File: src/rtl/wdog_regs_pkg.sv
package wdog_regs_pkg;

  typedef enum logic [1:0] {
    UL_IDLE  = 2'd0,
    UL_HALF  = 2'd1,
    UL_ARMED = 2'd2
  } unlock_t;

  typedef enum logic [1:0] {
    SZ_BYTE = 2'd0,
    SZ_HALF = 2'd1,
    SZ_WORD = 2'd2,
    SZ_RSVD = 2'd3
  } acc_size_t;

  typedef struct packed {
    logic       reboot_en;
    logic       fast_scale;
    logic [1:0] irq_type;
  } cfg_t;

  typedef struct packed {
    logic free_run;
    logic enable;
    logic locked;
  } lck_t;

endpackage

File: src/rtl/wdog_unlock_fsm.sv
module wdog_unlock_fsm
  import wdog_regs_pkg::*;
#(
  parameter int                ADDR_W   = 4,
  parameter int                DATA_W   = 32,
  parameter logic [ADDR_W-1:0] CTRL_OFS = 'hC,
  parameter logic [DATA_W-1:0] KEY_A    = 'h80,
  parameter logic [DATA_W-1:0] KEY_B    = 'h86
) (
  input  logic              clk,
  input  logic              rst,
  input  logic              wr,
  input  logic [ADDR_W-1:0] addr,
  input  logic [DATA_W-1:0] val,
  input  acc_size_t         size,
  output logic              accept,
  output unlock_t           state
);

  logic at_ctrl, key_a, key_b, wide;

  always_comb begin
    at_ctrl = (addr == CTRL_OFS);
    key_a   = wr && at_ctrl && (val == KEY_A);
    key_b   = wr && at_ctrl && (val == KEY_B) && (state == UL_HALF);
    wide    = (size == SZ_HALF) || (size == SZ_WORD);
    accept  = wr && !key_a && !key_b && wide && (state == UL_ARMED);
  end

  always_ff @(posedge clk) begin
    if (rst)         state <= UL_IDLE;
    else if (key_a)  state <= UL_HALF;
    else if (key_b)  state <= UL_ARMED;
    else if (accept) state <= UL_IDLE;
  end

endmodule

File: src/rtl/wdog_mm_regs.sv
module wdog_mm_regs
  import wdog_regs_pkg::*;
#(
  parameter int                ADDR_W    = 4,
  parameter int                DATA_W    = 32,
  parameter int                PRE_W     = 20,
  parameter logic [ADDR_W-1:0] PRE1_OFS  = 'h0,
  parameter logic [ADDR_W-1:0] PRE2_OFS  = 'h4,
  parameter logic [ADDR_W-1:0] CTRL_OFS  = 'hC,
  parameter int                PING_BIT  = 8,
  parameter int                FLAG_BIT0 = 9,
  parameter int                FLAG_BIT1 = 12
) (
  input  logic              clk,
  input  logic              rst,
  input  logic              accept,
  input  logic              rd,
  input  logic [ADDR_W-1:0] addr,
  input  logic [DATA_W-1:0] val,
  input  acc_size_t         size,
  input  logic              flag_set,
  output logic [PRE_W-1:0]  pre1,
  output logic [PRE_W-1:0]  pre2,
  output logic              ping,
  output logic              flag_clr,
  output logic [DATA_W-1:0] rdata
);

  localparam logic [PRE_W-1:0] PRE_INIT = '1;

  logic ctrl_hit, pre1_hit, pre2_hit, clr_req, flag;
  logic [DATA_W-1:0] flag_word;
  logic unused_val_bits;

  always_comb begin
    ctrl_hit = accept && (size == SZ_HALF) && (addr == CTRL_OFS);
    pre1_hit = accept && (size == SZ_WORD) && (addr == PRE1_OFS);
    pre2_hit = accept && (size == SZ_WORD) && (addr == PRE2_OFS);
    clr_req  = ctrl_hit && (val[FLAG_BIT0] || val[FLAG_BIT1]);
    flag_word = '0;
    flag_word[FLAG_BIT0] = flag;
    flag_word[FLAG_BIT1] = flag;
  end

  assign unused_val_bits = ^val;

  always_ff @(posedge clk) begin
    if (rst) begin
      pre1     <= PRE_INIT;
      pre2     <= PRE_INIT;
      ping     <= 1'b0;
      flag_clr <= 1'b0;
      flag     <= 1'b0;
      rdata    <= '0;
    end else begin
      if (pre1_hit) pre1 <= val[PRE_W-1:0];
      if (pre2_hit) pre2 <= val[PRE_W-1:0];
      ping     <= ctrl_hit && val[PING_BIT];
      flag_clr <= clr_req;
      if (flag_set)     flag <= 1'b1;
      else if (clr_req) flag <= 1'b0;
      if (rd && (size == SZ_HALF) && (addr == CTRL_OFS)) rdata <= flag_word;
      else                                               rdata <= '0;
    end
  end

endmodule

File: src/rtl/wdog_ctl_regs.sv
module wdog_ctl_regs
  import wdog_regs_pkg::*;
#(
  parameter int CFG_W        = 16,
  parameter int LCK_W        = 8,
  parameter int NOREBOOT_BIT = 5,
  parameter int FAST_BIT     = 2,
  parameter int IRQ_LSB      = 0,
  parameter int FREE_BIT     = 2,
  parameter int EN_BIT       = 1,
  parameter int LOCK_BIT     = 0
) (
  input  logic             clk,
  input  logic             rst,
  input  logic             cfg_wr,
  input  logic [CFG_W-1:0] cfg_wdata,
  input  logic             lck_wr,
  input  logic [LCK_W-1:0] lck_wdata,
  output cfg_t             cfg,
  output lck_t             lck,
  output logic [CFG_W-1:0] cfg_rdata,
  output logic [LCK_W-1:0] lck_rdata
);

  localparam cfg_t CFG_INIT = '{reboot_en: 1'b1, fast_scale: 1'b0, irq_type: 2'd0};

  logic unused_cfg_bits, unused_lck_bits;
  assign unused_cfg_bits = ^cfg_wdata;
  assign unused_lck_bits = ^lck_wdata;

  always_ff @(posedge clk) begin
    if (rst) begin
      cfg <= CFG_INIT;
      lck <= '0;
    end else begin
      if (cfg_wr) begin
        cfg.reboot_en  <= !cfg_wdata[NOREBOOT_BIT];
        cfg.fast_scale <= cfg_wdata[FAST_BIT];
        cfg.irq_type   <= cfg_wdata[IRQ_LSB +: 2];
      end
      if (lck_wr && !lck.locked) begin
        lck.free_run <= lck_wdata[FREE_BIT];
        lck.enable   <= lck_wdata[EN_BIT];
        lck.locked   <= lck_wdata[LOCK_BIT];
      end
    end
  end

  always_comb begin
    cfg_rdata = '0;
    cfg_rdata[NOREBOOT_BIT]  = !cfg.reboot_en;
    cfg_rdata[FAST_BIT]      = cfg.fast_scale;
    cfg_rdata[IRQ_LSB +: 2]  = cfg.irq_type;
    lck_rdata = '0;
    lck_rdata[FREE_BIT] = lck.free_run;
    lck_rdata[EN_BIT]   = lck.enable;
    lck_rdata[LOCK_BIT] = lck.locked;
  end

endmodule

File: src/rtl/wdog_regs.sv
module wdog_regs
  import wdog_regs_pkg::*;
#(
  parameter int ADDR_W = 4,
  parameter int DATA_W = 32,
  parameter int PRE_W  = 20,
  parameter int CFG_W  = 16,
  parameter int LCK_W  = 8
) (
  input  logic              clk,
  input  logic              rst,
  input  logic              mm_wr,
  input  logic              mm_rd,
  input  logic [ADDR_W-1:0] mm_addr,
  input  logic [1:0]        mm_size,
  input  logic [DATA_W-1:0] mm_wdata,
  output logic [DATA_W-1:0] mm_rdata,
  input  logic              cfg_wr,
  input  logic [CFG_W-1:0]  cfg_wdata,
  output logic [CFG_W-1:0]  cfg_rdata,
  input  logic              lck_wr,
  input  logic [LCK_W-1:0]  lck_wdata,
  output logic [LCK_W-1:0]  lck_rdata,
  input  logic              prev_rst_set,
  output logic              wd_enable,
  output logic              wd_free_run,
  output logic              wd_locked,
  output logic              wd_fast_scale,
  output logic [1:0]        wd_irq_type,
  output logic              wd_reboot_en,
  output logic              wd_ping,
  output logic              wd_flag_clr,
  output logic [PRE_W-1:0]  preload1,
  output logic [PRE_W-1:0]  preload2
);

  localparam logic [ADDR_W-1:0] CTRL_OFS = ADDR_W'(12);

  acc_size_t         size;
  logic [DATA_W-1:0] val;
  logic              accept;
  unlock_t           ul_state;
  cfg_t              cfg;
  lck_t              lck;

  assign size = acc_size_t'(mm_size);

  always_comb begin
    case (size)
      SZ_BYTE: val = {{(DATA_W-8){1'b0}},  mm_wdata[7:0]};
      SZ_HALF: val = {{(DATA_W-16){1'b0}}, mm_wdata[15:0]};
      default: val = mm_wdata;
    endcase
  end

  wdog_unlock_fsm #(
    .ADDR_W(ADDR_W), .DATA_W(DATA_W), .CTRL_OFS(CTRL_OFS)
  ) u_unlock (
    .clk(clk), .rst(rst), .wr(mm_wr), .addr(mm_addr), .val(val),
    .size(size), .accept(accept), .state(ul_state)
  );

  wdog_mm_regs #(
    .ADDR_W(ADDR_W), .DATA_W(DATA_W), .PRE_W(PRE_W), .CTRL_OFS(CTRL_OFS)
  ) u_mm (
    .clk(clk), .rst(rst), .accept(accept), .rd(mm_rd), .addr(mm_addr),
    .val(val), .size(size), .flag_set(prev_rst_set),
    .pre1(preload1), .pre2(preload2), .ping(wd_ping),
    .flag_clr(wd_flag_clr), .rdata(mm_rdata)
  );

  wdog_ctl_regs #(
    .CFG_W(CFG_W), .LCK_W(LCK_W)
  ) u_ctl (
    .clk(clk), .rst(rst), .cfg_wr(cfg_wr), .cfg_wdata(cfg_wdata),
    .lck_wr(lck_wr), .lck_wdata(lck_wdata), .cfg(cfg), .lck(lck),
    .cfg_rdata(cfg_rdata), .lck_rdata(lck_rdata)
  );

  assign wd_enable     = lck.enable;
  assign wd_free_run   = lck.free_run;
  assign wd_locked     = lck.locked;
  assign wd_fast_scale = cfg.fast_scale;
  assign wd_irq_type   = cfg.irq_type;
  assign wd_reboot_en  = cfg.reboot_en;

endmodule

File: config.mk
export PLATFORM = sky130hd
export DESIGN_NAME = wdog_regs
export DESIGN_NICKNAME = d
export VERILOG_FILES = /design/src/rtl/wdog_regs_pkg.sv /design/src/rtl/wdog_unlock_fsm.sv /design/src/rtl/wdog_mm_regs.sv /design/src/rtl/wdog_ctl_regs.sv /design/src/rtl/wdog_regs.sv
export SDC_FILE = /design/constraint.sdc
export NUM_CORES = 1
export LEC_CHECK = 0
export BUFFER_PORTS_ARGS = -buffer_cell sky130_fd_sc_hd__buf_2
export CORE_MARGIN = 4
export CORE_UTILIZATION = 42
export DETAILED_ROUTE_END_ITERATION = 16
export PLACE_DENSITY_LB_ADDON = 0.05
export SKIP_LAST_GASP = 1
export SLEW_MARGIN = 20
export SYNTH_ARGS = -nofsm -noshare
export SYNTH_HDL_FRONTEND = slang
export SYNTH_SLANG_ARGS = --single-unit
File: constraint.sdc
create_clock -name clk -period 1.9 [get_ports clk]
set_input_delay 0.095 -clock clk [delete_from_list [all_inputs] [get_ports clk]]
set_output_delay 0.095 -clock clk [all_outputs]
set_load 0.03 [all_outputs]
==> results of run 1 <==
[sequential cells by signal, summed over array words and instances, names as in the netlist]
register,flops
u_ctl.cfg,4
u_ctl.lck,3
u_mm.flag,1
u_mm.flag_clr,1
u_mm.ping,1
u_mm.pre1,20
u_mm.pre2,20
u_mm.rdata,1
u_unlock.state,2
[area by class of cell]
class                      count  area, sq um
fill                         586         2830
multi-input combinational    201         1160
sequential                    53         1060
timing repair buffer         117          633
tap                           75         93.8
clock buffer                   5         68.8
inverter                      13         48.8
clock inverter                 3         26.3
[through the flow]
step                cell area (sq um)  utilization  setup WS [ns]
CTS                              3090        0.522          0.303
floorplan                        2750            -          0.231
global route                     3090        0.522          0.215
detailed placement               2990        0.505          0.118
finish                           3090        0.522          0.310
global placement                 2990        0.505          0.123
[worst max-delay path, delay by kind of cell (launching register included)]
family	cells	cell delay, ns
flip-flops	1	0.35
AND/OR/NAND/NOR	2	0.60
AO/OA/AOI/OAI	1	0.29
buffers and inverters	1	0.24
[final timing paths]
path	start	end	slack, ns
setup / recovery	u_unlock.state[0]	u_mm.pre2[13]	0.31
hold / removal	mm_rd	u_mm.rdata[9]	0.02
setup reg to reg	u_unlock.state[0]	u_mm.pre2[13]	0.31
hold reg to reg	u_mm.pre2[17]	u_mm.pre2[17]	0.47
[cell usage in the layout (no fill, tap or decap), types with 2 or more instances in the layout]
cell type and n:
nand4_1 2, nand3_1 2, inv_1 13, a211o_1 40
conb_1 47, buf_12 2, clkbuf_8 5, mux2i_1 5
and3_1 2, a21oi_1 2, nor3_1 2, nor4_1 4
clkinvlp_4 2, nand2_1 16, nor2b_1 2, buf_2 109
nor2_1 53, ha_1 3, dfxtp_1 53, nor4_2 3
buf_4 5
[logic make-up (layout without fill, tap and decap cells)]
kind of cell / count (synthesis) / after routing
AND/OR/NAND/NOR: 95 / 95
buffers and inverters: 84 / 138
flip-flops: 53 / 53
AO/OA/AOI/OAI: 51 / 51
multiplexers: 5 / 5
adder cells (fa/ha/maj): 3 / 3
other: 1 / 47
[power by group]
group | switching (W) | internal (W)
sequential | 0.00000652 | 0.00112
combinational | 0.000258 | 0.0000867
clock | 0.000403 | 0.000269
[routing by layer]
| layer | part of all wire | vias to the layer above | wire, microns |
|---|---|---|---|
| met4 | 0.0097 | 0 | 61 |
| li1 | - | 1094 | - |
| met1 | 0.40 | 998 | 2550 |
| met5 | 0 | - | 0 |
| met3 | 0.12 | 6 | 733 |
| met2 | 0.47 | 104 | 2960 |
==> results.tsv, run 1 <==
metric	value	unit
status	finished clean	
drc_errors	0	
cts_setup_buffers	0	
drive_above_1_share	0.332	
grt_use_met3	0.0608	
hold_slack	0.0177	ns
postSynthAreaPerCell	8.82	sq um
grt_start_max_net_pins	41	
ioPinCount	174	
netlist_area	0.00257	sq mm
antenna_found_initial	0	
synthCells	292	
n_antenna_cell	0	
gp_congestion	0.780	
ctsResizeCount	0	
yosysUniqueCellTypes	37	
yosysSeqAreaShare	0.412	
top_usage_layer	met2	
worstSetupPathType	reg -> reg	
core_region_area	0.00592	sq mm
synth_top_family_by_area	buffers and inverters	
post-route-min-period	1.59	ns
detailed_place_hpwl	4960	microns
fin_crit_sh	0.837	
grt_pass1_wl	9550	microns
insertion_delay	0.31	ns
cts_hold_buffers	1	
synthAdderAreaFrac	0.0146	
leakagePower	1.44	nW
grt_use_met1	0.197	
ir_drop	297	uV
wl	6310	microns
rsz0062_at_grt	no	
arrival	1.80	ns
synth_xor_area_frac	0	
htreeDepth	2	
synth_area_leaders	dfxtp_1 41%, buf_4 16%, a211o_1 14%	
synth_commonest_cells	54 x buf_4, 53 x dfxtp_1, 53 x nor2_1	
vias	2202	
fp-row-count	28	
die_w	86.3	microns
grt_util_all_layers	0.164	
fin_setup_tns	0	ns
crit_slowest_cell	and4b_1	
initial_core_util	0.435	
crit_path_max_fanout	14	
cts_root_buffer	clkbuf_8	
path_cells	and4b_1 -> nand4_1 -> buf_4 -> a211o_1	
layout.nets	463	
critPathMaxStageDelay	0.39	ns
clock_skew	0.0104	ns
gr-total-overflow	0	
endpoint_kind	flip-flop	
cap_violations	0	
async_flop_share	0	
syn2layout_area_growth	20.1	%
worstPathRequired	2.11	ns
finalSetupViolCount	0	
dieArea	0.00745	sq mm
power	0.00214	W
numCtsBuffers	5	
die_h	86.3	microns
min_path_type	in -> reg	
gr-usage-met2	0.275	
ys.flop_type	dfxtp_1	
hold_viol	0	
synth_edf_count	0	
ys_ff_latch	53	
port_buffers	109	
synth_compound_area_frac	0.169	
p_per_area	693	mW/mm^2
tritoncts	built	
placed_cells	458	
first_global_vias	2001	
first_pass_iters	4	
ant_nets	0	
synth_largest_area_cell	dfxtp_1	
r2r_cells	4	
whs_path_depth	2	
yosysWarnings	0	
finalNonFillerCells	467	
synth.most_common_cell	buf_4	
cp-start-kind	flip-flop	
fmax	629	MHz
synthSimpleGateAreaFrac	0.179	
clk_pin_slew	0.11	ns
post_drt_wl_per_cell	13.5	microns
drt_iter0_drc	56	
synth_top_area_frac	0.412	
cts_sinks	53	
via_per_inst	4.72	
synthMuxAreaShare	0.0194	
slew_viol_final	0	
clk_path_buf_depth	2	
Power figures use the tool's default switching activity.
==> inputs of run 2 (changes only) <==
CORE_UTILIZATION = 38   (was 42)
clock period = 1.33 ns   (was 1.9 ns; I/O delays follow)
==> results.tsv, run 2 (same netlist as run 1, synthesis figures left out) <==
metric	value	unit	change
drt_iter0_drc	133		+140%
worstPathRequired	1.54	ns	-0.57 ns
detailed_place_hpwl	5240	microns	+5.6%
hold_viol	0		unchanged
cts_sinks	53		unchanged
post-route-min-period	1.42	ns	-0.165 ns
status	complete, but fails checks		
top_usage_layer	met2		
wl	7240	microns	+15%
dieArea	0.00816	sq mm	+9.5%
slew_viol_final	0		unchanged
tritoncts	built		
initial_core_util	0.399		-0.0362
fmax	702	MHz	+12%
stdcell_area	0.00356	sq mm	+15%
numCtsBuffers	5		unchanged
antenna_found_initial	0		unchanged
ant_nets	0		unchanged
cts_root_buffer	clkbuf_8		
die_w	90.3	microns	+4.7%
final_common_cell	buf_2		
n_fill_cell	604		+3.1%
rsz0062_at_grt	yes		
first_global_vias	2214		+11%
final_cell_mix	108 x buf_2, 53 x nor2_1, 52 x dfxtp_1, 47 x conb_1, 40 x a211o_1		
worstSetupPathType	reg -> reg		
p_per_area	889	mW/mm^2	+28%
gr-usage-met2	0.280		+0.00462
violations	setup timing		
grt_util_all_layers	0.163		-0.000769
ir_drop	524	uV	+76%
gr-total-overflow	0		unchanged
cap_violations	0		unchanged
cp-start-kind	flip-flop		
grt_use_met3	0.0583		-0.00250
insertion_delay	0.31	ns	about the same
drc_errors	0		unchanged
n_antenna_cell	0		unchanged
layout.nets	500		+8.0%
grt_pass1_wl	11000	microns	+15%
vias	2349		+6.7%
port_buffers	109		unchanged
grt_use_met1	0.195		-0.00196
crit_path_max_fanout	20		+6
first_pass_iters	4		unchanged
core_region_area	0.00646	sq mm	+9.1%
final_util	0.551		+0.0287
via_per_inst	4.64		-1.5%
die_h	90.3	microns	+4.7%
fin_crit_sh	1.07		+0.234
post_drt_wl_per_cell	14.3	microns	+5.9%
drive_above_1_share	0.401		+0.0693
htreeDepth	2		unchanged
leakagePower	1.67	nW	+16%
syn2layout_area_growth	38.2	%	
fp-row-count	29		+3.6%
clk_pin_slew	0.10	ns	about the same
ioPinCount	174		unchanged
clock_skew	0.00778	ns	-0.00258 ns
grt_start_max_net_pins	41		unchanged
gp_congestion	0.719		-7.9%
endpoint_kind	flip-flop		
finalSetupViolCount	40		+40
postPlaceCellArea	0.00318	sq mm	+6.4%
regArea	0.00106	sq mm	+0.12%
min_path_type	in -> reg		
reg_top3	u_mm.pre1 x20, u_mm.pre2 x20, u_ctl.cfg x4		
finalWorstSetupSlack	-0.0942	ns	-0.405 ns
multi_input_area	0.00125	sq mm	+7.8%
clk_path_buf_depth	2		unchanged
arrival	1.63	ns	-0.17 ns
## run 2: cell count changes in the layout (fill, tap and decap cells not counted), moves of 2 or more
cell           delta
buf_4            +22
nor4_2            -2
ha_1              -2
nor4_4            +3
buf_6             +5
inv_1             -2
dlygate4sd3_1     +7
clkinvlp_4        -2
clkbuf_16         +2
ha_4              +2
## run 2: timing repair
item                                    in CTS  in global routing
buffers inserted                             2                  3
endpoints found under the setup margin      41                 43
hold buffers                                 8                  0
pin swaps                                    4                  4
resized for setup                            8                  9
endpoints found under the hold margin        8                  0
cloned                                       1                  4
## run 2: through the flow
step           TNS, ns  total power [W]  worst slack, ns  cells  hold WS (ns)
2_1_floorplan    -4.59          0.00211           -0.200    338         0.184
3_3_place_gp    -12.28          0.00219           -0.375    481         0.275
3_5_place_dp    -12.13          0.00219           -0.401    481         0.280
4_1_cts          -2.34          0.00318          -0.0725    500       0.00391
5_1_grt          -4.37          0.00331           -0.124    506        0.0360
6_report         -2.80          0.00317          -0.0942    506       0.00724
## run 2: routing by layer
layer  wire [microns]  up-vias
li1                 -     1163
met1             3090     1083
met2             3500       98
met3              600        5
met4               51        0
met5                0        -
## run 2: worst max-delay path: stages (launching register included)
cell      delay, ns
dfxtp_2        0.33
and4b_1        0.30
nand4b_1       0.13
buf_6          0.16
buf_12         0.15
a211o_1        0.26
## run 2: cell type report
cell class | instances | area share
clock buffer | 6 | 0.0232
sequential | 53 | 0.298
tap | 77 | 0.0271
multi-input combinational | 201 | 0.351
clock inverter | 2 | 0.00387
timing repair buffer | 154 | 0.279
inverter | 13 | 0.0172
## run 2: worst paths after layout
check,start,to,slack [ns],cells after the start
worst max-delay path,u_unlock.state[0],u_mm.pre1[19],-0.09,5
worst min-delay path,lck_wr,u_ctl.lck[0],0.007,3
worst max register to register,u_unlock.state[0],u_mm.pre1[19],-0.09,5
worst min register to register,u_mm.pre1[4],u_mm.pre1[4],0.47,1
## run 2: power by group
| group | internal (W) | switching [W] | leakage [nW] |
|---|---|---|---|
| registers | 0.00160 | 0.00000933 | 0.431 |
| clock network | 0.000424 | 0.000548 | 0.0512 |
| logic | 0.000181 | 0.000403 | 1.18 |
==> inputs of run 3 (changes only) <==
CORE_ASPECT_RATIO = 1.25   (was unset)
==> results.tsv, run 3 (same netlist as run 1, synthesis figures left out) <==
metric	value	unit	change
numCtsBuffers	5		unchanged
clk_path_buf_depth	2		unchanged
crit_cells	5		unchanged
die_w	81.6	microns	-9.6%
fin_crit_sh	1.06		-0.0154
violations	setup timing		
p_per_area	933	mW/mm^2	+4.9%
antenna_found_initial	0		unchanged
reg2reg_from	u_unlock.state[0]		
n_fill_cell	642		+6.3%
cts_sinks	53		unchanged
worstSetupPathType	reg -> reg		
post-route-min-period	1.40	ns	-0.0204 ns
status	complete, but fails checks		
dieArea	0.00817	sq mm	+0.10%
via_per_inst	4.56		-1.7%
n_antenna_cell	0		unchanged
grt_util_all_layers	0.161		-0.00189
ioPinCount	174		unchanged
rsz0062_at_grt	yes		
gp_congestion	0.824		+15%
crit_path_max_fanout	7		-65%
crit_slowest_cell	dfxtp_2		
endpoint_kind	flip-flop		
gr-total-overflow	0		unchanged
slew_viol_final	0		unchanged
fmax	712	MHz	+1.5%
grt_start_max_net_pins	35		-15%
regArea	0.00106	sq mm	+0.12%
cap_violations	0		unchanged
r2r_cells	5		unchanged
final_util	0.542		-0.00950
syn2layout_area_growth	38.1	%	
r2r_slack	-0.07	ns	+0.02 ns
path_cells	and4b_1 -> nand4_1 -> buf_6 -> clkbuf_16 -> a211o_1		
core_region_area	0.00657	sq mm	+1.6%
stdcell_area	0.00356	sq mm	-0.11%
final_cell_mix	109 x buf_2, 53 x nor2_1, 51 x dfxtp_1, 47 x conb_1, 40 x a211o_1		
ir_drop	625	uV	+19%
drt_iter0_drc	85		-36%
finalSetupViolCount	40		unchanged
tritoncts	built		
min_path_type	in -> reg		
critPathMaxStageDelay	0.33	ns	about the same
first_global_vias	2244		+1.4%
first_pass_iters	4		unchanged
vias	2345		-0.17%
postPlaceCellArea	0.00322	sq mm	+1.1%
fp-row-count	33		+14%
layout.nets	498		-0.40%
detailed_place_hpwl	5170	microns	-1.3%
wl	6770	microns	-6.5%
htreeDepth	2		unchanged
cp-startpoint	u_unlock.state[0]		
pre_cts_ws	-0.433	ns	-0.0323 ns
reg_top3	u_mm.pre1 x20, u_mm.pre2 x20, u_ctl.cfg x4		
cp-start-kind	flip-flop		
clock_skew	0.00237	ns	-0.00541 ns
initial_core_util	0.392		-0.00646
cp-endpoint	u_mm.pre2[9]		
crit_buf_inv	2		unchanged
critPathTopFamily	simple AND/OR/NAND/NOR gates		
insertion_delay	0.30	ns	about the same
hold_viol	0		unchanged
post_drt_wl_per_cell	13.2	microns	-8.0%
worstPathRequired	1.53	ns	about the same
port_buffers	109		unchanged
drc_errors	0		unchanged
r2r_end	u_mm.pre2[9]		
ant_nets	0		unchanged
clk_pin_slew	0.09	ns	about the same
cts_root_buffer	clkbuf_8		
die_h	100	microns	+11%
multi_input_area	0.00125	sq mm	-0.40%
arrival	1.60	ns	-0.03 ns
leakagePower	1.66	nW	-0.53%
finalWorstSetupSlack	-0.0738	ns	+0.0204 ns
final_common_cell	buf_2		
drive_above_1_share	0.398		-0.00281
grt_pass1_wl	10200	microns	-7.0%
## run 3: cell types whose count changed in the layout (fill, tap and decap cells not counted), sizes merged
cell / previous run / this run
clkbuf: 9 / 8
clkinv: 2 / 0
bufinv: 0 / 1
dlygate4sd3: 8 / 7
buf: 143 / 144
## run 3: what timing repair did
item,4_1_cts,5_1_grt
buffers inserted,2,1
hold buffers,7,0
resized for setup,4,10
endpoints found under the hold margin,7,0
pin swaps,1,4
setup endpoints to repair,42,43
gates cloned,1,1
## run 3: stage by stage
step / hold slack (ns) / TNS (ns) / instances / power (W)
floorplan: 0.184 / -4.59 / 338 / 0.00211
global placement: 0.290 / -11.90 / 494 / 0.00219
detailed placement: 0.292 / -12.28 / 494 / 0.00219
CTS: 0.000593 / -1.98 / 512 / 0.00334
global route: 0.0278 / -4.81 / 514 / 0.00348
finish: 0.00537 / -2.33 / 514 / 0.00332
## run 3: worst min-delay path by stage
| stage | from | end | slack, ns | depth (start not counted) |
|---|---|---|---|---|
| 6_report | cfg_wdata[2] | u_ctl.cfg[2] | 0.005 | 3 |
| 5_1_grt | lck_wr | u_ctl.lck[0] | 0.03 | 3 |
| 2_1_floorplan | prev_rst_set | u_mm.flag | 0.18 | 2 |
| 3_5_place_dp | prev_rst_set | u_mm.flag | 0.29 | 3 |
| 4_1_cts | cfg_wdata[2] | u_ctl.cfg[2] | 0.0006 | 3 |
| 3_3_place_gp | prev_rst_set | u_mm.flag | 0.29 | 3 |
## run 3: worst min-delay path, stage by stage
cell and delay (ns):
buf_2 0.08, mux2i_1 0.06, nor2_1 0.08
## run 3: final cells by class
type | count | share of cell area
timing repair buffer | 152 | 0.270
multi-input combinational | 201 | 0.350
tap | 87 | 0.0306
inverter | 13 | 0.0172
clock buffer | 7 | 0.0243
clock inverter | 1 | 0.00844
sequential | 53 | 0.299
## run 3: power breakdown
part	internal [W]	switching (W)	total [W]
Sequential	0.00160	0.00000911	0.00161
Combinational	0.000181	0.000396	0.000577
Clock	0.000614	0.000517	0.00113
## run 3: layer usage
metal  part of all wire  global-route usage  vias to the layer above  wire [microns]
li1                   -                   -                     1162               -
met1               0.40               0.191                     1086            2720
met2               0.49               0.270                       93            3310
met3               0.10              0.0530                        4             676
met4             0.0093              0.0575                        0              63
met5                  0                   0                        -               0
